`src/rtl/addsub_pkg.sv`:
```
package addsub_pkg;
  typedef enum logic {EXT_ZERO = 1'b0, EXT_SIGN = 1'b1} ext_mode_e;

  function automatic logic maj3(input logic p, input logic q, input logic r);
    return (p & q) | (p & r) | (q & r);
  endfunction
endpackage

```
`src/rtl/addsub_operand_ext.sv`:
```
module addsub_operand_ext #(
  parameter int IN_W  = 8,
  parameter int OUT_W = 8,
  parameter addsub_pkg::ext_mode_e MODE = addsub_pkg::EXT_ZERO
) (
  input  logic [IN_W-1:0]  val_i,
  input  logic [IN_W-1:0]  unk_i,
  output logic [OUT_W-1:0] val_o,
  output logic [OUT_W-1:0] unk_o
);
  localparam int PAD_W = (OUT_W > IN_W) ? OUT_W - IN_W : 1;
  localparam int CUT_W = (IN_W > OUT_W) ? IN_W - OUT_W : 1;

  generate
    if (OUT_W > IN_W) begin : g_grow
      logic pad_val, pad_unk;
      if (MODE == addsub_pkg::EXT_SIGN) begin : g_sign
        assign pad_val = val_i[IN_W-1];
        assign pad_unk = unk_i[IN_W-1];
      end else begin : g_zero
        assign pad_val = 1'b0;
        assign pad_unk = 1'b0;
      end
      assign val_o = {{PAD_W{pad_val}}, val_i};
      assign unk_o = {{PAD_W{pad_unk}}, unk_i};
    end else if (OUT_W < IN_W) begin : g_cut
      logic [CUT_W-1:0] unused_hi;
      assign unused_hi = val_i[IN_W-1:OUT_W] ^ unk_i[IN_W-1:OUT_W];
      assign val_o = val_i[OUT_W-1:0];
      assign unk_o = unk_i[OUT_W-1:0];
    end else begin : g_same
      assign val_o = val_i;
      assign unk_o = unk_i;
    end
  endgenerate
endmodule

```
`src/rtl/addsub_bit_chain.sv`:
```
module addsub_bit_chain #(
  parameter int W = 8
) (
  input  logic [W-1:0] a_i,
  input  logic [W-1:0] b_i,
  input  logic         cin_i,
  input  logic         binv_i,
  output logic [W-1:0] sum_o,
  output logic [W-1:0] prop_o,
  output logic [W-1:0] carry_o
);
  logic [W-1:0] b_eff;
  logic [W:0]   c_in;

  assign c_in[0] = cin_i;

  generate
    for (genvar i = 0; i < W; i++) begin : g_bit
      assign b_eff[i]   = b_i[i] ^ binv_i;
      assign prop_o[i]  = a_i[i] ^ b_eff[i];
      assign sum_o[i]   = prop_o[i] ^ c_in[i];
      assign carry_o[i] = addsub_pkg::maj3(a_i[i], b_eff[i], c_in[i]);
      assign c_in[i+1]  = carry_o[i];
    end
  endgenerate

  always_comb begin
    for (int k = 0; k < W; k++) begin
      AST_CARRY_RIPPLE: assert (carry_o[k] == ((a_i[k] & ~prop_o[k]) | (prop_o[k] & c_in[k])))
        else $error("carry generate/propagate mismatch");
    end
  end
endmodule

```
`src/rtl/addsub_unk_track.sv`:
```
module addsub_unk_track #(
  parameter int W = 8
) (
  input  logic [W-1:0] a_unk_i,
  input  logic [W-1:0] b_unk_i,
  input  logic         cin_unk_i,
  input  logic         binv_unk_i,
  output logic [W-1:0] sum_unk_o,
  output logic [W-1:0] prop_unk_o,
  output logic [W-1:0] carry_unk_o
);
  logic any_unk;

  assign any_unk     = (|a_unk_i) | (|b_unk_i) | cin_unk_i | binv_unk_i;
  assign sum_unk_o   = {W{any_unk}};
  assign carry_unk_o = {W{any_unk}};

  generate
    for (genvar i = 0; i < W; i++) begin : g_prop
      assign prop_unk_o[i] = a_unk_i[i] | b_unk_i[i] | binv_unk_i;
    end
  endgenerate

  always_comb begin
    AST_PROP_IMPLIES_ANY: assert (((|prop_unk_o) == 1'b0) || (&sum_unk_o))
      else $error("propagate flag set without sum flags");
  end
endmodule

```
`src/rtl/addsub_carry_cell.sv`:
```
module addsub_carry_cell #(
  parameter int A_W      = 8,
  parameter int B_W      = 8,
  parameter int W        = 8,
  parameter bit A_SIGNED = 1'b0,
  parameter bit B_SIGNED = 1'b0
) (
  input  logic [A_W-1:0] opa_i,
  input  logic [B_W-1:0] opb_i,
  input  logic           cin_i,
  input  logic           binv_i,
  input  logic [A_W-1:0] opa_unk_i,
  input  logic [B_W-1:0] opb_unk_i,
  input  logic           cin_unk_i,
  input  logic           binv_unk_i,
  output logic [W-1:0]   sum_o,
  output logic [W-1:0]   prop_o,
  output logic [W-1:0]   carry_o,
  output logic [W-1:0]   sum_unk_o,
  output logic [W-1:0]   prop_unk_o,
  output logic [W-1:0]   carry_unk_o
);
  import addsub_pkg::*;

  localparam ext_mode_e A_MODE = A_SIGNED ? EXT_SIGN : EXT_ZERO;
  localparam ext_mode_e B_MODE = B_SIGNED ? EXT_SIGN : EXT_ZERO;

  logic [W-1:0] a_fit, b_fit, a_unk_fit, b_unk_fit;
  logic [W-1:0] sum_raw, prop_raw, carry_raw;

  addsub_operand_ext #(.IN_W(A_W), .OUT_W(W), .MODE(A_MODE)) u_ext_a (
    .val_i(opa_i), .unk_i(opa_unk_i), .val_o(a_fit), .unk_o(a_unk_fit)
  );

  addsub_operand_ext #(.IN_W(B_W), .OUT_W(W), .MODE(B_MODE)) u_ext_b (
    .val_i(opb_i), .unk_i(opb_unk_i), .val_o(b_fit), .unk_o(b_unk_fit)
  );

  addsub_bit_chain #(.W(W)) u_chain (
    .a_i(a_fit), .b_i(b_fit), .cin_i(cin_i), .binv_i(binv_i),
    .sum_o(sum_raw), .prop_o(prop_raw), .carry_o(carry_raw)
  );

  addsub_unk_track #(.W(W)) u_unk (
    .a_unk_i(a_unk_fit), .b_unk_i(b_unk_fit),
    .cin_unk_i(cin_unk_i), .binv_unk_i(binv_unk_i),
    .sum_unk_o(sum_unk_o), .prop_unk_o(prop_unk_o), .carry_unk_o(carry_unk_o)
  );

  assign sum_o   = sum_raw   & ~sum_unk_o;
  assign prop_o  = prop_raw  & ~prop_unk_o;
  assign carry_o = carry_raw & ~carry_unk_o;

  logic [W:0] wide_sum;
  assign wide_sum = {1'b0, a_fit} + {1'b0, b_fit ^ {W{binv_i}}} + {{W{1'b0}}, cin_i};

  always_comb begin
    AST_SUM_ARITH: assert (sum_raw == wide_sum[W-1:0])
      else $error("ripple sum differs from arithmetic sum");
    AST_TOP_CARRY: assert (carry_raw[W-1] == wide_sum[W])
      else $error("top carry differs from arithmetic carry");
    AST_MASKED_ZERO: assert (((sum_o & sum_unk_o) | (prop_o & prop_unk_o) | (carry_o & carry_unk_o)) == '0)
      else $error("flagged data bit not zero");
    AST_ANY_FLAG: assert (!(cin_unk_i || binv_unk_i) || ((&sum_unk_o) && (&carry_unk_o)))
      else $error("control flag did not flag sum and carries");
  end
endmodule

```
`config.mk`:
```
export PLATFORM = sky130hd
export DESIGN_NAME = addsub_carry_cell
export DESIGN_NICKNAME = d
export VERILOG_FILES = /design/src/rtl/addsub_pkg.sv /design/src/rtl/addsub_operand_ext.sv /design/src/rtl/addsub_bit_chain.sv /design/src/rtl/addsub_unk_track.sv /design/src/rtl/addsub_carry_cell.sv
export SDC_FILE = /design/constraint.sdc
export NUM_CORES = 1
export LEC_CHECK = 0
export ABC_CLOCK_PERIOD_IN_PS = 5400
export BUFFER_PORTS_ARGS = -buffer_cell sky130_fd_sc_hd__buf_2
export CORE_UTILIZATION = 36
export DETAILED_ROUTE_END_ITERATION = 12
export PLACE_DENSITY = 0.85
export SLEW_MARGIN = 20
export SYNTH_ARGS = -nofsm -noshare
export SYNTH_HDL_FRONTEND = slang
export SYNTH_SLANG_ARGS = --single-unit
```
`constraint.sdc`:
```
create_clock -name vclk -period 5.4
set_input_delay 0.27 -clock vclk [all_inputs]
set_output_delay 0.27 -clock vclk [all_outputs]
set_load 0.05 [all_outputs]
```
==> results.sh, run 1 <==
export IMPL_outcome="completed"
export IMPL_place_gp_congestion=0.785
export IMPL_synth_cell_area_um2=766
export IMPL_grt_use_total_pct=16.6
export IMPL_wl_per_cell_um=10.9
export IMPL_vias=863
export IMPL_p_int_mw=0.0310
export IMPL_power_frac_comb_pct=100.0
export IMPL_rsz0062_at_grt="no"
export IMPL_clockBufferCount=0
export IMPL_cpMaxStageDelayCell="fa_1"
export IMPL_overflow=0
export IMPL_maxCapViolCount=0
export IMPL_fillers=197
export IMPL_num_io_pins=84
export IMPL_crit_path_start_kind="input pin"
export IMPL_pwr_share_seq_pct=0
export IMPL_hold_viol=0
export IMPL_synthDistinctLibCells=18
export IMPL_max_stage_delay_ns=0.44
export IMPL_die_area_um2=2320
export IMPL_min_to="prop_o[3]"
export IMPL_nFlopsAndLatches=0
export IMPL_worst_pin_slew_ns=0.319
export IMPL_antenna_found_initial=0
export IMPL_start_util_pct=38.6
export IMPL_synth_top_area_share_pct=20.9
export IMPL_hold_path_startpoint="opa_unk_i[3]"
export IMPL_hpwl_um=1920
export IMPL_syn_nets=151
export IMPL_synth_compound_area_share_pct=0
export IMPL_muxShareOfSynthArea_pct=0
export IMPL_min_period_ns=4.58
export IMPL_portBuffers=84
export IMPL_n_antenna_cell=0
export IMPL_p_sw_mw=0.0527
export IMPL_coreArea_um2=1980
export IMPL_multiInputGateArea_um2=566
export IMPL_syn_inst=99
export IMPL_synth_top_family_by_area="adder cells"
export IMPL_fp_row_count=16
export IMPL_final_cells=192
export IMPL_synth_adder_area_share_pct=34.0
export IMPL_critPathArrivalTime_ns=4.31
export IMPL_cts_setup_buffers=0
export IMPL_postLayoutCellArea_um2=1090
export IMPL_grt_max_degree=17
export IMPL_drt_iter0_drc=5
export IMPL_avgSynthCellArea_um2=7.73
export IMPL_place_inst=192
export IMPL_fp_dieW_um=48.1
export IMPL_cellPowerDensity_nw_per_um2=76.8
export IMPL_whs_path_depth=4
export IMPL_wirelength_um=2100
export IMPL_placed_cell_area_um2=1090
export IMPL_relSlewSlack_pct=78.7
export IMPL_cp_max_fo=8
export IMPL_crit_type="in -> out"
export IMPL_vias_per_cell=4.49
export IMPL_drt_first_pass_iters=4
export IMPL_final_layout_size_suffix_gt1_share_pct=53.9
export IMPL_synthXorXnorAreaFrac_pct=9.15
export IMPL_antenna_left=0
export IMPL_critical_path_required_ns=5.13
export IMPL_cp_end_kind="output port"
export IMPL_layout_area_seq_um2=0
export IMPL_min_period_over_period_pct=84.9
export IMPL_cp_startpoint="binv_i"
export IMPL_yosysTopAreaCell="fa_1"
export IMPL_crit_path_cell_trace="buf_2 > xor2_1 > inv_1 > fa_1 > inv_1 > fa_1 > fa_1 > fa_1 > fa_1 > fa_1 > inv_1 > fa_1 > fa_1 > nor3_1 > buf_2"
export IMPL_setup_tns_ns=0
export IMPL_hold_buffers=0
export IMPL_ir_worst_vdd_mv=0.0500
export IMPL_fmax_mhz=218
export IMPL_fin_nets=219
export IMPL_swShare_pct=62.9
export IMPL_synthSimpleGateAreaFrac_pct=30.7
export IMPL_finalMaxSlewViolations=0
export IMPL_yosys_top_cells_area="fa_1 (21%), buf_4 (17%), ha_1 (13%), xor2_1 (9.2%), inv_1 (7.8%)"
export IMPL_cpMostUsedCell="fa_1"
export IMPL_grt_pass1_wl_um=2820
export IMPL_drcViolationCount=0
export IMPL_area_delta_synth_final_pct=42.5
export IMPL_hp_class="in -> out"
export IMPL_clkPwrFrac_pct=0
export IMPL_postCtsResizedCells=0
export IMPL_grt_pass1_vias=731
export IMPL_setup_violations=0
export IMPL_ys_warn_count=0
export IMPL_seq_area_frac_synth_pct=0
export IMPL_die_height_um=48.1
export IMPL_power_leakage_nw=0.669
==> Yosys cell counts <==
library cell,instances
nand2_1,1
or3_1,6
clkinv_1,1
buf_2,1
buf_4,17
and2_1,1
ha_1,8
clkbuf_1,1
nand4_1,1
nor3_1,9
and4_1,1
xor2_1,8
nor2_1,7
or3_2,1
nor4_2,3
inv_1,16
and3_1,9
fa_1,8
==> placed cells by master (no fill, tap or decap), drive strengths merged <==
master and instances:
and2 1, and3 9, and4 1, buf 85, clkinv 1, fa 8, ha 8, inv 16
nand2 1, nand4 1, nor2 7, nor3 9, nor4 3, or3 7, xor2 8
==> logic make-up after synthesis <==
kind of cell,Yosys count
buf+inv,36
fa+ha+maj,16
xor+xnor,8
simple gates,39
==> cell type report <==
class | count | share of cell area [%]
Inverter | 17 | 5.85
Multi-Input combinational cell | 63 | 51.8
Tap cell | 27 | 3.10
Timing Repair Buffer | 85 | 39.2
==> how the worst max path moves through the flow <==
stage / end / slack [ns] / cells after the start
finish: sum_o[7] / 0.82 / 15
global route: sum_o[7] / 0.67 / 15
CTS: sum_o[7] / 0.83 / 15
detailed placement: sum_o[7] / 0.82 / 15
global placement: sum_o[7] / 1.05 / 15
floorplan: sum_o[7] / 0.49 / 14
==> power groups by stage <==
stage / Clock (mW) / Combinational, mW / Sequential (mW)
detailed placement: 0 / 0.0845 / 0
finish: 0 / 0.0838 / 0
global placement: 0 / 0.0802 / 0
floorplan: 0 / 0.0526 / 0
global route: 0 / 0.0949 / 0
CTS: 0 / 0.0850 / 0
==> layer usage <==
| metal | wire, um | GRT usage [%] | vias to the layer above |
|---|---|---|---|
| met5 | 0 | 0 | - |
| met1 | 781 | 20.1 | 374 |
| met2 | 1150 | 33.0 | 58 |
| li1 | - | - | 429 |
| met4 | 17 | 2.22 | 0 |
| met3 | 156 | 0.370 | 2 |
==> worst max-delay path: cells and delay by family <==
family	cells	cell delay, ns
adders and majority gates	8	2.87
buffers and inverters	5	0.72
and+or+nand+nor	1	0.25
xor gates and xnor gates	1	0.20
==> stage by stage <==
step                power (mW)  setup slack, ns  hold WS (ns)  util [%]
floorplan               0.0526            0.491         0.790         -
global placement        0.0802             1.05         0.969      55.1
detailed placement      0.0845            0.817         0.972      55.1
CTS                     0.0850            0.827         0.974      55.1
global route            0.0949            0.668          1.00      55.1
finish                  0.0838            0.817         0.974      55.1
No activity file was read; power rests on OpenSTA's default activity.
==> run 2, diff against run 1 <==
Settings changed: ABC_AREA set to 1, ABC_CLOCK_PERIOD_IN_PS 5400 to 4100, CORE_UTILIZATION 36 to 34, PLACE_DENSITY 0.85 to 0.81.
Clock period 5.4 ns to 4.1 ns, I/O delays scaled along.
==> run 2 against run 1 <==
Hold slack got worse by 0.15 ns; highest routed layer is now met3; wire length down 1.0%; synthesized area is 8.2% higher; synthesized cell count rose by 26%; first-iteration DRC count is 20% lower; largest power group unchanged; utilization down 1.1 points; setup slack worse by 0.64 ns; largest cell class unchanged; power is 65% higher; via count grew 7.9%.
==> results.sh, run 2 <==
export IMPL_outcome="completed"
export IMPL_fin_hold_ws_ns=0.825
export IMPL_antenna_found_initial=0
export IMPL_avgSynthCellArea_um2=6.63
export IMPL_fillers=246
export IMPL_fp_row_count=17
export IMPL_worst_pin_slew_ns=0.354
export IMPL_hpwl_um=1910
export IMPL_grt_pass1_vias=833
export IMPL_portBuffers=84
export IMPL_fmax_mhz=255
export IMPL_area_delta_synth_final_pct=47.0
export IMPL_coreArea_um2=2250
export IMPL_hold_viol=0
export IMPL_mostFrequentLayoutCell="buf_2"
export IMPL_drt_first_pass_iters=4
export IMPL_die_height_um=51.4
export IMPL_wirelength_um=2080
export IMPL_cpMostUsedCell="fa_2"
export IMPL_critical_path_required_ns=3.89
export IMPL_postLayoutCellArea_um2=1220
export IMPL_pwr_share_seq_pct=0
export IMPL_min_period_over_period_pct=95.6
export IMPL_cp_max_fo=2
export IMPL_cellPowerDensity_nw_per_um2=114
export IMPL_placed_cell_area_um2=1180
export IMPL_fin_nets=248
export IMPL_yosys_top_cells_area="fa_1 (19%), buf_4 (15%), inv_1 (13%), nor2_1 (13%), ha_1 (12%)"
export IMPL_grt_max_degree=33
export IMPL_hold_buffers=0
export IMPL_clkPwrFrac_pct=0
export IMPL_fp_dieW_um=51.4
export IMPL_ys_warn_count=0
export IMPL_finalMaxSlewViolations=0
export IMPL_max_stage_delay_ns=0.46
export IMPL_ir_worst_vdd_mv=0.0685
export IMPL_cp_end_kind="output port"
export IMPL_seq_area_frac_synth_pct=0
export IMPL_n_antenna_cell=0
export IMPL_clockBufferCount=0
export IMPL_crit_path_cell_trace="buf_2 > xnor2_4 > fa_2 > inv_1 > fa_2 > fa_2 > fa_2 > fa_2 > fa_1 > inv_1 > fa_2 > fa_1 > nor2_4 > buf_6"
export IMPL_wl_per_cell_um=9.36
export IMPL_multiInputGateArea_um2=624
export IMPL_min_period_ns=3.92
export IMPL_synth_common_cells="inv_1 (29), nor2_1 (29), buf_4 (16)"
export IMPL_vias=931
export IMPL_setup_violations=0
export IMPL_drcViolationCount=0
export IMPL_synth_top_area_share_pct=19.3
export IMPL_start_util_pct=36.7
export IMPL_rsz0062_at_grt="no"
export IMPL_power_frac_comb_pct=100.0
export IMPL_syn_nets=177
export IMPL_num_io_pins=84
export IMPL_grt_pass1_wl_um=3440
export IMPL_antenna_left=0
export IMPL_syn_inst=125
export IMPL_synth_cell_area_um2=828
export IMPL_swShare_pct=60.9
export IMPL_maxCapViolCount=0
export IMPL_power_leakage_nw=0.761
export IMPL_crit_type="in -> out"
export IMPL_die_area_um2=2640
export IMPL_vias_per_cell=4.19
export IMPL_power_mw=0.138
export IMPL_grt_use_total_pct=16.9
export IMPL_yosysTopAreaCell="fa_1"
export IMPL_nFlopsAndLatches=0
export IMPL_place_gp_congestion=0.726
export IMPL_drt_iter0_drc=4
export IMPL_layout_area_seq_um2=0
export IMPL_finalCoreUtilization_pct=54.0
export IMPL_critPathArrivalTime_ns=3.72
export IMPL_crit_path_start_kind="input pin"
export IMPL_p_int_mw=0.0541
export IMPL_p_sw_mw=0.0844
export IMPL_hp_class="in -> out"
export IMPL_synthDistinctLibCells=14
export IMPL_place_inst=221
export IMPL_final_layout_size_suffix_gt1_share_pct=55.7
export IMPL_relSlewSlack_pct=76.4
export IMPL_final_cells=222
export IMPL_overflow=0
export IMPL_layout_common_cells="buf_2 (83), inv_1 (29), nor2_1 (28)"
export IMPL_cpMaxStageDelayCell="fa_1"
-- run 2: cell count changes after synthesis, moves of 6 or more --
cell	change
nor2_1	+22
inv_1	+13
nor2_2	+10
and3_1	-9
nand2_1	+9
nor3_1	-9
or3_1	-6
-- run 2: through the flow --
step           TNS [ns]  worst slack (ns)
3_3_place_gp    -0.0500           -0.0500
3_5_place_dp     -0.195            -0.195
6_report              0             0.179
5_1_grt               0            0.0317
4_1_cts               0            0.0205
2_1_floorplan         0            0.0413
-- run 2: power by group through the flow --
stage	combinational [mW]	sequential, mW	clock [mW]
4_1_cts	0.138	0	0
3_3_place_gp	0.128	0	0
6_report	0.138	0	0
3_5_place_dp	0.134	0	0
2_1_floorplan	0.0892	0	0
5_1_grt	0.159	0	0
-- run 2: layout make-up --
| class | count | share of cell area (%) |
|---|---|---|
| multi-input cells | 78 | 51.3 |
| well taps | 28 | 2.88 |
| repair buffers | 87 | 36.9 |
| inverters | 29 | 8.94 |
-- run 2: layer usage --
metal	share of wire, %	GRT usage, %	up-vias
met5	0	0	-
met4	0	0	0
met3	11	2.08	0
met2	54	35.7	55
met1	35	18.3	407
li1	-	-	469
-- run 2: logic make-up (layout without fill, tap and decap cells) --
logic type,Yosys count,in the layout,share of synthesized area [%]
xor+xnor,8,8,8.46
fa+ha+maj,16,16,31.4
buf+inv,47,116,29.6
simple gates,54,54,30.5
-- run 2: worst max-delay path: cells and delay by family --
kind                     cells  cell delay (ns)
buffers and inverters        4             0.46
XOR/XNOR                     1             0.19
adder cells (fa/ha/maj)      8             2.76
AND/OR/NAND/NOR              1             0.10
-- run 2: final timing paths --
| check | from | to | slack [ns] | cells past startpoint |
|---|---|---|---|---|
| worst min-delay path | opa_unk_i[1] | prop_o[1] | 0.83 | 5 |
| worst max-delay path | opb_i[0] | sum_o[7] | 0.18 | 14 |
-- run 2: repair_timing --
item                                    4_1_cts  5_1_grt
pin swaps                                     2        0
endpoints found under the hold margin         0        0
resized for setup                             6        3
endpoints found under the setup margin        1        2
setup buffers                                 1        0
==> run 3, diff against run 2 <==
Settings changed: CORE_MARGIN set to 4.
==> run 3 against run 2 <==
Fmax decreased by 0.22%; utilization decreased by 0.61 points; count of clock-buffer cells in the layout did not move; sequential share of layout area stayed put; die area is 25% higher; power decreased by 2.9%; setup slack worse by 0.0088 ns; cell count stayed put; flip-flop and latch count did not move; critical path type unchanged; largest cell class unchanged.
==> results.sh, run 3 (synthesized netlist as in run 2, its figures left out) <==
export IMPL_hold_viol=0
export IMPL_start_util_pct=36.7
export IMPL_min_period_over_period_pct=95.8
export IMPL_nFlopsAndLatches=0
export IMPL_dpl_worst_slack_ns=-0.131
export IMPL_n_antenna_cell=0
export IMPL_fp_dieW_um=57.4
export IMPL_drt_iter0_drc=22
export IMPL_layout_area_seq_um2=0
export IMPL_grt_use_total_pct=13.3
export IMPL_cp_max_fo=2
export IMPL_die_height_um=57.4
export IMPL_drt_first_pass_iters=4
export IMPL_area_delta_synth_final_pct=45.3
export IMPL_coreArea_um2=2250
export IMPL_power_leakage_nw=0.760
export IMPL_outcome="completed"
export IMPL_maxCapViolCount=0
export IMPL_final_cells=222
export IMPL_final_layout_size_suffix_gt1_share_pct=55.7
export IMPL_cellPowerDensity_nw_per_um2=112
export IMPL_drcViolationCount=0
export IMPL_finalMaxSlewViolations=0
export IMPL_place_inst=222
export IMPL_fp_row_count=17
export IMPL_grt_max_degree=33
export IMPL_grt_pass1_vias=901
export IMPL_hpwl_um=2070
export IMPL_vias_per_cell=4.10
export IMPL_clockBufferCount=0
export IMPL_hold_path_startpoint="opb_unk_i[7]"
export IMPL_fillers=253
export IMPL_fin_nets=248
export IMPL_worst_pin_slew_ns=0.375
export IMPL_mostFrequentLayoutCell="buf_2"
export IMPL_cp_startpoint="binv_i"
export IMPL_critPathArrivalTime_ns=3.72
export IMPL_wirelength_um=2290
export IMPL_relSlewSlack_pct=75.0
export IMPL_layout_common_cells="buf_2 (83), inv_1 (28), nor2_1 (28)"
export IMPL_hp_class="in -> out"
export IMPL_critical_path_required_ns=3.89
export IMPL_crit_type="in -> out"
export IMPL_min_period_ns=3.93
export IMPL_place_gp_congestion=0.706
export IMPL_die_area_um2=3290
export IMPL_antenna_found_initial=0
export IMPL_antenna_left=0
export IMPL_grt_pass1_wl_um=3660
export IMPL_cp_end_kind="output port"
export IMPL_crit_path_start_kind="input pin"
export IMPL_layout_setup_ws_ns=0.171
export IMPL_ir_worst_vdd_mv=0.0734
export IMPL_fmax_mhz=254
export IMPL_setup_violations=0
export IMPL_wl_per_cell_um=10.3
export IMPL_num_io_pins=84
export IMPL_vias=911
export IMPL_rsz0062_at_grt="no"
export IMPL_overflow=0
export IMPL_portBuffers=84
export IMPL_finalCoreUtilization_pct=53.4
[run 3: cell counts in the layout (fill, tap and decap cells not counted)]
No cell type changed its count.
[run 3: cell type report]
cell class | count | area, um^2 | area share, %
Tap cell | 28 | 35.0 | 2.91
Inverter | 29 | 109 | 9.04
Multi-Input combinational cell | 78 | 611 | 50.7
Timing Repair Buffer | 87 | 449 | 37.3
[run 3: through the flow]
stage | TNS, ns | hold slack [ns] | power, mW | cell area [um^2]
global placement | -0.0452 | 0.823 | 0.130 | 1180
detailed placement | -0.131 | 0.823 | 0.132 | 1180
finish | 0 | 0.823 | 0.135 | 1200
floorplan | 0 | 0.723 | 0.0892 | 843
global route | 0 | 0.854 | 0.155 | 1200
CTS | 0 | 0.826 | 0.134 | 1200
[run 3: final timing paths]
path                        end  slack [ns]  depth (start not counted)
worst max-delay path   sum_o[7]        0.17                         14
worst min-delay path  prop_o[7]        0.82                          5
[run 3: critical path: stages]
cell     delay (ns)
buf_2          0.13
xnor2_2        0.19
fa_2           0.23
inv_1          0.05
fa_1           0.41
fa_2           0.38
fa_2           0.36
fa_2           0.36
fa_1           0.38
inv_2          0.09
fa_2           0.24
fa_1           0.44
nor2_4         0.10
buf_6          0.16
[run 3: repair_timing]
item / CTS / global route
hold buffers: 0 / 0
setup buffers: 0 / 0
resized for setup: 4 / 4
setup endpoints to repair: 1 / 1
pin swaps: 0 / 2
[run 3: where the power goes]
group	total [mW]	switching [mW]	internal, mW
clock network	0	0	0
registers	0	0	0
logic	0.135	0.0824	0.0521
[run 3: per-layer routing]
metal | wire length [um] | GRT usage, %
met1 | 872 | 16.1
met4 | 0 | 0
met3 | 265 | 1.36
met5 | 0 | 0
met2 | 1160 | 26.3
